--- src/rtl/magcmp_pkg.sv ---
`timescale 1ns/1ps
package magcmp_pkg;

    // Two-bit comparison code {a, b}: also the carry between cascaded cells
    typedef enum logic [1:0] {
        CMP_EQ  = 2'b00,
        CMP_LT  = 2'b01,
        CMP_GT  = 2'b10,
        CMP_BAD = 2'b11
    } cmp_code_e;

    typedef struct packed {
        cmp_code_e code;
    } ser_regs_t;

endpackage

--- src/rtl/cmp_cell.sv ---
`timescale 1ns/1ps
module cmp_cell
    import magcmp_pkg::*;
(
    input  cmp_code_e state_i,
    input  logic      x_i,
    input  logic      y_i,
    output cmp_code_e state_o
);

    logic a_q;
    logic b_q;
    logic a_d;
    logic b_d;

    always_comb begin
        a_q = state_i[1];
        b_q = state_i[0];
        // a sets on x=1,y=0 unless already less; b sets on x=0,y=1 unless already greater
        a_d = a_q | (x_i & ~y_i & ~b_q);
        b_d = b_q | (~x_i & y_i & ~a_q);
        if (a_q && b_q) begin
            state_o = CMP_EQ;
        end else begin
            state_o = cmp_code_e'({a_d, b_d});
        end
    end

endmodule

--- src/rtl/cmp_decode.sv ---
`timescale 1ns/1ps
module cmp_decode
    import magcmp_pkg::*;
(
    input  cmp_code_e code_i,
    output logic      lt_o,
    output logic      eq_o,
    output logic      gt_o
);

    always_comb begin
        lt_o = 1'b0;
        eq_o = 1'b0;
        gt_o = 1'b0;
        unique case (code_i)
            CMP_LT:  lt_o = 1'b1;
            CMP_GT:  gt_o = 1'b1;
            default: eq_o = 1'b1;
        endcase
    end

endmodule

--- src/rtl/cmp_iter.sv ---
`timescale 1ns/1ps
module cmp_iter
    import magcmp_pkg::*;
#(
    parameter int VEC_W = 8
) (
    input  logic [VEC_W-1:0] opx_i,
    input  logic [VEC_W-1:0] opy_i,
    output logic             lt_o,
    output logic             eq_o,
    output logic             gt_o
);

    localparam int LINKS = VEC_W + 1;

    cmp_code_e chain [LINKS];

    assign chain[VEC_W] = CMP_EQ;

    // Top bit is processed first; state ripples toward bit 0
    for (genvar gi = 0; gi < VEC_W; gi++) begin : g_cell
        cmp_cell u_cell (
            .state_i (chain[gi+1]),
            .x_i     (opx_i[gi]),
            .y_i     (opy_i[gi]),
            .state_o (chain[gi])
        );
    end

    cmp_decode u_dec (
        .code_i (chain[0]),
        .lt_o   (lt_o),
        .eq_o   (eq_o),
        .gt_o   (gt_o)
    );

    always_comb begin

        iter_match_chk: assert ({lt_o, eq_o, gt_o} ==
            ((opx_i < opy_i) ? 3'b100 : (opx_i == opy_i) ? 3'b010 : 3'b001));

        iter_onehot_chk: assert ($countones({lt_o, eq_o, gt_o}) == 1);
    end

endmodule

--- src/rtl/serial_mag_cmp.sv ---
`timescale 1ns/1ps
module serial_mag_cmp
    import magcmp_pkg::*;
#(
    parameter int VEC_W = 8
) (
    input  logic             clk,
    input  logic             clr,
    input  logic             bit_vld,
    input  logic             x_bit,
    input  logic             y_bit,
    output logic             lt,
    output logic             eq,
    output logic             gt,
    input  logic [VEC_W-1:0] vec_x,
    input  logic [VEC_W-1:0] vec_y,
    output logic             vec_lt,
    output logic             vec_eq,
    output logic             vec_gt
);

    ser_regs_t regs_d;
    ser_regs_t regs_q;
    cmp_code_e step_code;

    cmp_cell u_step (
        .state_i (regs_q.code),
        .x_i     (x_bit),
        .y_i     (y_bit),
        .state_o (step_code)
    );

    always_comb begin
        regs_d = regs_q;
        if (clr) begin
            regs_d.code = CMP_EQ;
        end else if (regs_q.code == CMP_BAD) begin
            regs_d.code = CMP_EQ;
        end else if (bit_vld) begin
            regs_d.code = step_code;
        end
    end

    always_ff @(posedge clk) begin
        regs_q <= regs_d;
    end

    cmp_decode u_dec (
        .code_i (regs_q.code),
        .lt_o   (lt),
        .eq_o   (eq),
        .gt_o   (gt)
    );

    cmp_iter #(.VEC_W(VEC_W)) u_iter (
        .opx_i (vec_x),
        .opy_i (vec_y),
        .lt_o  (vec_lt),
        .eq_o  (vec_eq),
        .gt_o  (vec_gt)
    );


    clr_to_eq_chk: assert property (@(posedge clk)
        clr |=> (eq && !lt && !gt));


    idle_hold_chk: assert property (@(posedge clk) disable iff (clr)
        !bit_vld |=> $stable({lt, eq, gt}));


    first_less_chk: assert property (@(posedge clk) disable iff (clr)
        (eq && bit_vld && !x_bit && y_bit) |=> lt);


    first_greater_chk: assert property (@(posedge clk) disable iff (clr)
        (eq && bit_vld && x_bit && !y_bit) |=> gt);


    lock_lt_chk: assert property (@(posedge clk) disable iff (clr)
        lt |=> lt);


    lock_gt_chk: assert property (@(posedge clk) disable iff (clr)
        gt |=> gt);


    flag_onehot_chk: assert property (@(posedge clk) disable iff (clr)
        $countones({lt, eq, gt}) == 1);


    code_legal_chk: assert property (@(posedge clk) disable iff (clr)
        regs_q.code != CMP_BAD);

endmodule

--- config.mk ---
export PLATFORM = sky130hd
export DESIGN_NAME = serial_mag_cmp
export DESIGN_NICKNAME = d
export VERILOG_FILES = /design/src/rtl/magcmp_pkg.sv /design/src/rtl/cmp_cell.sv /design/src/rtl/cmp_decode.sv /design/src/rtl/cmp_iter.sv /design/src/rtl/serial_mag_cmp.sv
export SDC_FILE = /design/constraint.sdc
export NUM_CORES = 1
export LEC_CHECK = 0
export BUFFER_PORTS_ARGS = -buffer_cell sky130_fd_sc_hd__buf_4
export CAP_MARGIN = 0
export CORE_AREA = 10 10 47 49
export CTS_BUF_LIST = sky130_fd_sc_hd__clkbuf_8 sky130_fd_sc_hd__clkbuf_16
export CTS_CLUSTER_DIAMETER = 80
export DETAILED_ROUTE_END_ITERATION = 8
export DIE_AREA = 0 0 57 59
export GPL_ROUTABILITY_DRIVEN = 0
export PLACE_DENSITY = 0.54
export SLEW_MARGIN = 10
export SYNTH_ARGS = -nofsm -noshare
export SYNTH_HDL_FRONTEND = slang
export SYNTH_SLANG_ARGS = --single-unit
--- constraint.sdc ---
create_clock -name clk -period 3 [get_ports clk]
set_clock_uncertainty 0.1 [all_clocks]
set_input_delay 0.6 -clock clk [delete_from_list [all_inputs] [get_ports clk]]
set_output_delay 0.6 -clock clk [all_outputs]
set_load 0.02 [all_outputs]
# After elaboration in Yosys (flattened, before gate mapping)
# Index checks and enable logic that the tools add are counted.
[word_totals]
ram_bits = 0
out_inout_bits = 6
memories = 0
reg_bits = 2
elab_cells = 115
input_bits = 21
romBits = 0
latch_bits = 0
[op_classes]
div = 0
n_addsub = 0
eq_ne = 5
shifts = 0
n_reduce_logical = 11
bitwise = 84
order_cmp = 0
multipliers = 0
muxes = 14
[ops]
columns = ["cell", "n"]
rows = [
  ["1-bit bitwise AND", 34],
  ["1-bit inverter", 34],
  ["2-bit two-way mux", 8],
  ["1-bit bitwise OR", 16],
  ["1-bit logical AND", 8],
  ["2-bit == test (second input constant)", 3],
  ["1-bit two-way mux", 6],
  ["2-bit OR reduction", 3],
  ["2-bit by 1-bit == test with 1-bit output (second input constant)", 2],
]

# Depth between registers and ports, before layout
# Gate-level depths: netlist of the first run.
[depth]
ltp_word = 33
depth_mapped = 5

# Cells and area by module
# A second synthesis of the first run with hierarchy kept.
[hier_totals]
hier_cells = 61
hier_area_um2 = 436.7
[modules_own_cells]
columns = ["mod", "seq_area_each_um2", "area_per_inst_um2", "cells_each", "instances"]
rows = [
  ["cmp_cell", 0.0, 32.5, 5, 9],
  ["serial_mag_cmp", 40.0, 75.1, 7, 1],
  ["cmp_decode", 0.0, 32.5, 4, 2],
  ["cmp_iter", 0.0, 3.8, 1, 1],
]

# Worst setup path after synthesis of the first run
# Ideal clock, no wire load.
[synth_timing]
kind = "input to output"
startpoint = "input vec_x[5]"
endpoint = "output vec_eq"
cell_stages = 5
path_buffers = 0
path_slack_ns = 0.447
required_ns = 2.300
arrival_ns = 1.853
cell_sequence = "nor2b_1 > maj3_1 > maj3_2 > a31oi_1 > ha_1"
[synth_between]
elab_chain_len = 28
word_cells_on_any_way = 52
[synth_lines]
columns = ["element", "line", "rtl"]
rows = [
  ["from (decl)", "serial_mag_cmp.sv:15", "input logic [VEC_W-1:0] vec_x,"],
  ["1-bit inverter", "cmp_cell.sv:21", "b_d = b_q | (~x_i & y_i & ~a_q);"],
  ["1-bit bitwise AND (2 in a row)", "cmp_cell.sv:21", ""],
  ["1-bit bitwise OR", "cmp_cell.sv:21", ""],
  ["2-bit two-way mux (*)", "cmp_cell.sv:22", "if (a_q && b_q) begin"],
  ["1-bit inverter", "cmp_cell.sv:20", "a_d = a_q | (x_i & ~y_i & ~b_q);"],
  ["1-bit bitwise AND", "cmp_cell.sv:20", ""],
  ["1-bit bitwise OR", "cmp_cell.sv:20", ""],
  ["2-bit two-way mux (*)", "cmp_cell.sv:22", ""],
  ["[... 11 more ...]", "-", ""],
  ["2-bit two-way mux (*)", "cmp_cell.sv:22", ""],
  ["1-bit inverter", "cmp_cell.sv:20", ""],
  ["1-bit bitwise AND", "cmp_cell.sv:20", ""],
  ["1-bit bitwise OR", "cmp_cell.sv:20", ""],
  ["2-bit two-way mux (*)", "cmp_cell.sv:22", ""],
  ["2-bit == test / 2-bit by 1-bit == test with 1-bit output (equally long branches)", "cmp_decode.sv:15", "unique case (code_i)"],
  ["2-bit OR reduction (no source line) (*)", "-", ""],
  ["1-bit two-way mux (*)", "cmp_decode.sv:15", ""],
  ["to (decl)", "serial_mag_cmp.sv:18", "output logic vec_eq,"],
]
# Every way passes the cells marked *; elsewhere a longest branch is shown, timed or not.

# Worst setup path in the final report of the first run
# Ends and elaborated chain as after synthesis.

==> run metrics, run 1 <==
Post-DP Area 563 um^2; post-route ant nets 0; initial antenna violation count 0; H-tree level count 1; routed vias 400; first drt pass iteration count 2; GR Util met3 0.0365; CP max stage delay 0.36 ns; Hold Slack 0.460 ns; TritonCTS clock tree done; Crit Path Class in -> out; GRT Residual Overflow 0; Slew headroom 0.756; Initial Util 0.248; final WL 1020 um; Layout Utilization 0.431; Warnings, synthesis 0; Yosys reg bits 2; post-CTS setup repair buffer count 0; WP buf/inv 2; most utilized layer in the global route result met2; Post-Syn Nets 68; Total Power 0.223 mW; layout cell share with drive strength beyond 1 0.451; Mean Syn Cell Area between 8 and 9 um^2; Critical Path AT 2.11 ns; Ant. Diodes 0; global-route wire length before repair 1680 um; Final setup violation count 0; setup tns final 0 ns; unrepaired setup endpoints after global routing no; die footprint 3360 um^2; P_leak 0.303 nW; Area Overhead vs Synth 73.7%; reg2reg start regs_q[0]$_SDFFE_PP0P_; Final Hold Viols 0; Worst path most repeated cell buf_4; CTS root buffer clkbuf_8; M2 GR Usage 0.101; delay-heaviest family, CP adder cells; hold path startpoint regs_q[0]$_SDFFE_PP0P_; CP Cell Sequence buf_4 -> nor2b_1 -> maj3_1 -> maj3_2 -> a31oi_1 -> ha_1 -> buf_4; worst slew pin tran around 0.36 ns; number of distinct library cells after synthesis 16; period utilization 0.935; nets 99; Placeable Area 1400 um^2; peak supply drop roughly 0.00012 V; DIE WIDTH roughly 57 um; Sink Count 2; CTS Buffer Depth 2; Setup crit start vec_x[5]; post-cts resize count 0; Port-buffer cells 26; placed cell count 84; Tmin final 2.81 ns; Synth Cell Area 348 um^2; Slew Viols, Final 0; startpoint types primary input; f_max 356 MHz; biggest registers after layout regs_q: 2 flops; vias per cell 4.60; standard-cell rows 14; Vert. Die Dim 59 um; Slowest-stage cell, CP maj3_1; met1 global-route usage 0.0573; clk_lat worst skew around 0.21 ns; peak fanout along the critical path 4; Final WS setup 0.194 ns; Clock transition at path regs 0.03 ns; IO Pins 27; Layout Cells excl Fill 87; PwrDens around 370 nW/um^2; commonest non-fill, non-tap cell in the layout buf_4; largest net degree at the start of global routing 6; Crit. End Element primary output; WP data required 2.30 ns; Hold Buf Count CTS 0; Gate Count Post-Synth 42; HP Class reg -> reg; max cap viols 0; Finished Cell Area a little over 600 um^2; status finished, final reports clean; DR DRC count 0; wire per inst 11.7 um; dpl ws about 0.18 ns; commonest non-fill, non-tap cells in the layout buf_4, inv_1, ha_1; Tot GR Track Use 0.0628; sequential area share after synthesis 0.115; Top reg by flops regs_q; TritonCTS Buffers 3; DRT iter0 DRCs 4; max FFs per register 2; vias in the first global route 432
worst paths after layout:
check | end | slack, ns | cells past startpoint
max | vec_eq | 0.19 | 7
min | regs_q[1]$_SDFFE_PP0P_ | 0.46 | 1
max reg2reg | regs_q[0]$_SDFFE_PP0P_ | 1.84 | 2
min reg2reg | regs_q[1]$_SDFFE_PP0P_ | 0.46 | 1
Yosys cell counts (all sizes together):
master | n | share of area
inv | 7 | 0.076
maj3 | 7 | 0.21
ha | 5 | 0.18
nand2b | 4 | 0.072
nor2b | 4 | 0.072
a31oi | 3 | 0.054
a2111oi | 2 | 0.050
a211o | 2 | 0.050
dfxtp | 2 | 0.12
a21o | 1 | 0.022
a21oi | 1 | 0.014
a31o | 1 | 0.025
a41o | 1 | 0.029
clkinv | 1 | 0.011
or3 | 1 | 0.018
per-layer routing:
layer | vias up | wire length (um) | share of wire
met5 | - | 0 | 0
met4 | 0 | 0 | 0
met3 | 0 | 103 | 0.10
met2 | 16 | 549 | 0.54
met1 | 175 | 365 | 0.36
li1 | 209 | - | -
power by group:
group          leakage (nW)  internal [mW]  switching, mW
clock                0.0216         0.0849         0.0218
combinational         0.265         0.0475         0.0386
sequential           0.0164         0.0283        0.00183
total                 0.303          0.161         0.0622
layout make-up:
cell class / instances / area, um^2
clock buffers: 3 / 41.3
fillers: 153 / 797
inverters: 8 / 30.0
multi-input cells: 32 / 278
flip-flops and latches: 2 / 40.0
well taps: 16 / 20.0
repair buffers: 26 / 195
worst reg2reg max path: stages, from the launching register on:
cell and delay, ns:
dfxtp_1 0.33, ha_1 0.22, a2111oi_0 0.38
logic make-up (layout without fill, tap and decap cells):
group           after synthesis  after routing  synth area share
simple gates                  9              9             0.162
buf+inv                       8             37            0.0863
compound gates               11             11             0.245
flops                         2              2             0.115
fa+ha+maj                    12             12             0.392
No activity file was read; power rests on OpenSTA's default activity.
==> run 2: changes to the inputs <==
Settings changed: ABC_AREA set to 1, CORE_AREA 10 10 47 49 to unset, CORE_MARGIN set to 10, CORE_UTILIZATION set to 30, DIE_AREA 0 0 57 59 to unset.
==> run metrics, run 2 <==
dpl hpwl 1200 um; r2r worst-path depth 3 (+1); CP max stage delay 0.27 ns (-0.09 ns); Top reg by flops regs_q; Ant. Diodes 0 (unchanged); DIE WIDTH 61.4 um (+7.7%); xor and xnor area share after synthesis 0 (unchanged); period utilization 0.907 (-0.0279); Initial Util 0.330 (+0.0816); Post-Syn Nets 114 (+68%); TritonCTS clock tree done; Clock transition at path regs 0.03 ns (about the same); Warnings, synthesis 0 (unchanged); IO Pins 27 (unchanged); hold endpoint regs_q[0]$_SDFFE_PP0P_; Int Power 0.176 mW (+9.6%); Seq pwr share 0.110 (-0.025); clk_lat worst skew 0.21 ns (about the same); Finished Cell Area 771 um^2 (+28%); Synth Cell Area 514 um^2 (+48%); worst slew pin tran 0.273 ns (-0.0846 ns); GR Util met3 0.0247 (-0.0118); WP buf/inv 3 (+1); commonest non-fill, non-tap cells in the layout buf_4, inv_1, nand2_1, nor2_1, nand3_1; Synth Flop Type dfxtp_1; placed cell count 130 (+55%); TritonCTS Buffers 3 (unchanged); Hold Buf Count CTS 0 (unchanged); adder-cell area share of the yosys netlist 0.122 (-0.270); Vert. Die Dim 61.4 um (+4.1%); nets 145 (+46%); global-route wire length before repair 2330 um (+38%); hold path startpoint regs_q[1]$_SDFFE_PP0P_; max cap viols 0 (unchanged); Post-DP Area 729 um^2 (+30%); commonest non-fill, non-tap cell in the layout buf_4; startpoint types primary input; number of synthesized flops with an enable pin 0 (unchanged); P_leak 0.458 nW (+51%); Yosys reg bits 2 (unchanged); R2R Setup Slk 1.75 ns (-0.09 ns); Hold Slack 0.414 ns (-0.0467 ns); Worst Hold Depth 1 (unchanged); Port-buffer cells 26 (unchanged); r2r endpoint regs_q[1]$_SDFFE_PP0P_; routed vias 591 (+48%); H-tree level count 1 (unchanged); most utilized layer in the global route result met2; layout cell share with drive strength beyond 1 0.410 (-0.0404); Final setup violation count 0 (unchanged); Compound-Gate Fraction of Synth Area 0.107 (-0.138); area of the multi-input gates 392 um^2 (+41%); unrepaired setup endpoints after global routing no; M2 GR Usage 0.135 (+0.0338); synth cell count leaders inv_1, nand2_1, nor2_1, nand3_1; Sink Count 2 (unchanged); Clock Power Share 0.379 (-0.100); DR DRC count 0 (unchanged); Crit. End Element primary output; number of distinct library cells after synthesis 18 (+2); Slew Viols, Final 0 (unchanged); reg2reg start regs_q[0]$_SDFFE_PP0P_; post-cts resize count 0 (unchanged); Tot GR Track Use 0.0759 (+0.0131); delay-heaviest family, CP simple AND/OR/NAND/NOR gates; Critical Path AT 2.02 ns (-0.09 ns); Layout Cells excl Fill 133 (+53%); fillers 166 (+8.5%); GRT Residual Overflow 0 (unchanged); standard-cell rows 14 (unchanged); dpl ws 0.276 ns (+0.0997 ns); CTS Buffer Depth 2 (unchanged); largest family of logic cells by synthesized area simple AND/OR/NAND/NOR gates; peak fanout along the critical path 3 (-1); f_max 367 MHz (+3.1%); vias per cell 4.44 (-3.4%); Area Overhead vs Synth 49.9%; Synth area leaders inv_1, ha_1, nand2_1; WP data required 2.30 ns (about the same); PwrDens 353 nW/um^2 (-4.2%); vias in the first global route 582 (+35%); top-count cell post-synth inv_1; Final WS setup 0.278 ns (+0.0836 ns); post-CTS setup repair buffer count 0 (unchanged); mux contribution to synthesized area 0 (unchanged); Slew headroom 0.817 (+0.0619); simple-gate area share of the yosys netlist 0.533 (+0.371); Slowest-stage cell, CP ha_1; biggest registers after layout regs_q: 2 flops; status finished, final reports clean; CP Cell Sequence buf_4 -> inv_2 -> nand2_2 -> nand2_2 -> nand2_2 -> a21oi_4 -> nand2_1 -> a21oi_1 -> nand2_1 -> o211ai_1 -> nand2_1 -> ha_1 -> buf_4; Register Area 40.0 um^2 (unchanged); Crit Path Class in -> out; setup tns final 0 ns (unchanged); post-route ant nets 0 (unchanged); sequential area share after synthesis 0.0779 (-0.0372); Mean Syn Cell Area 5.84 um^2 (-29%); Layout Utilization 0.494 (+0.0631); switching part of the total 0.353 (+0.0744); wire per inst 9.97 um (-15%); Async SR Flop Fraction 0 (unchanged); initial antenna violation count 0 (unchanged); final WL 1330 um (+30%); logic gate share of total power 0.511 (+0.125); Total Power 0.272 mW (+22%); Synth area leader inv_1; Tmin final 2.72 ns (-0.0836 ns); DRT iter0 DRCs 17 (+13); HP Class reg -> reg; P_sw 0.0962 mW (+55%); Placeable Area 1560 um^2 (+11%); Gate Count Post-Synth 88 (+110%); first drt pass iteration count 4 (+2); Final Hold Viols 0 (unchanged); Synth top area share 0.131 (-0.0485); peak supply drop 0.000425 V (+260%); CTS root buffer clkbuf_8; max FFs per register 2 (unchanged); die footprint 3770 um^2 (+12%); largest net degree at the start of global routing 6 (unchanged); met1 global-route usage 0.0889 (+0.0316)
==> run 2: cell families after synthesis <==
logic type	Yosys count
buffers and inverters	22
AND/OR/NAND/NOR	53
adder cells (fa/ha/maj)	5
AO/OA/AOI/OAI	6
flip-flops	2
==> run 2: power by group through the flow <==
stage	clock network, mW	registers (mW)	logic (mW)
after floorplan	0	0.0299	0.0939
after CTS	0.105	0.0300	0.142
after global routing	0.110	0.0303	0.157
final	0.103	0.0299	0.139
after detailed placement	0	0.0303	0.141
after global placement	0	0.0303	0.140
==> run 2: how the worst max path moves through the flow <==
stage | startpoint | endpoint | cells after the start
finish | vec_y[7] | vec_eq | 13
CTS | vec_y[7] | vec_eq | 13
detailed placement | vec_y[7] | vec_eq | 13
global placement | vec_y[6] | vec_eq | 13
floorplan | vec_y[7] | vec_eq | 11
global route | vec_y[7] | vec_eq | 13
==> run 2: layer usage <==
layer  vias to the layer above  routed length [um]  share of wire
li1                        333                   -              -
met1                       245                 593           0.45
met2                        13                 664           0.50
met3                         0                  68          0.051
met4                         0                   0              0
met5                         -                   0              0
==> run 2: cell type report <==
type	instances	share of cell area
sequential	2	0.0519
multi-input combinational	64	0.508
inverter	22	0.107
timing repair buffer	26	0.253
tap	16	0.0260
clock buffer	3	0.0536
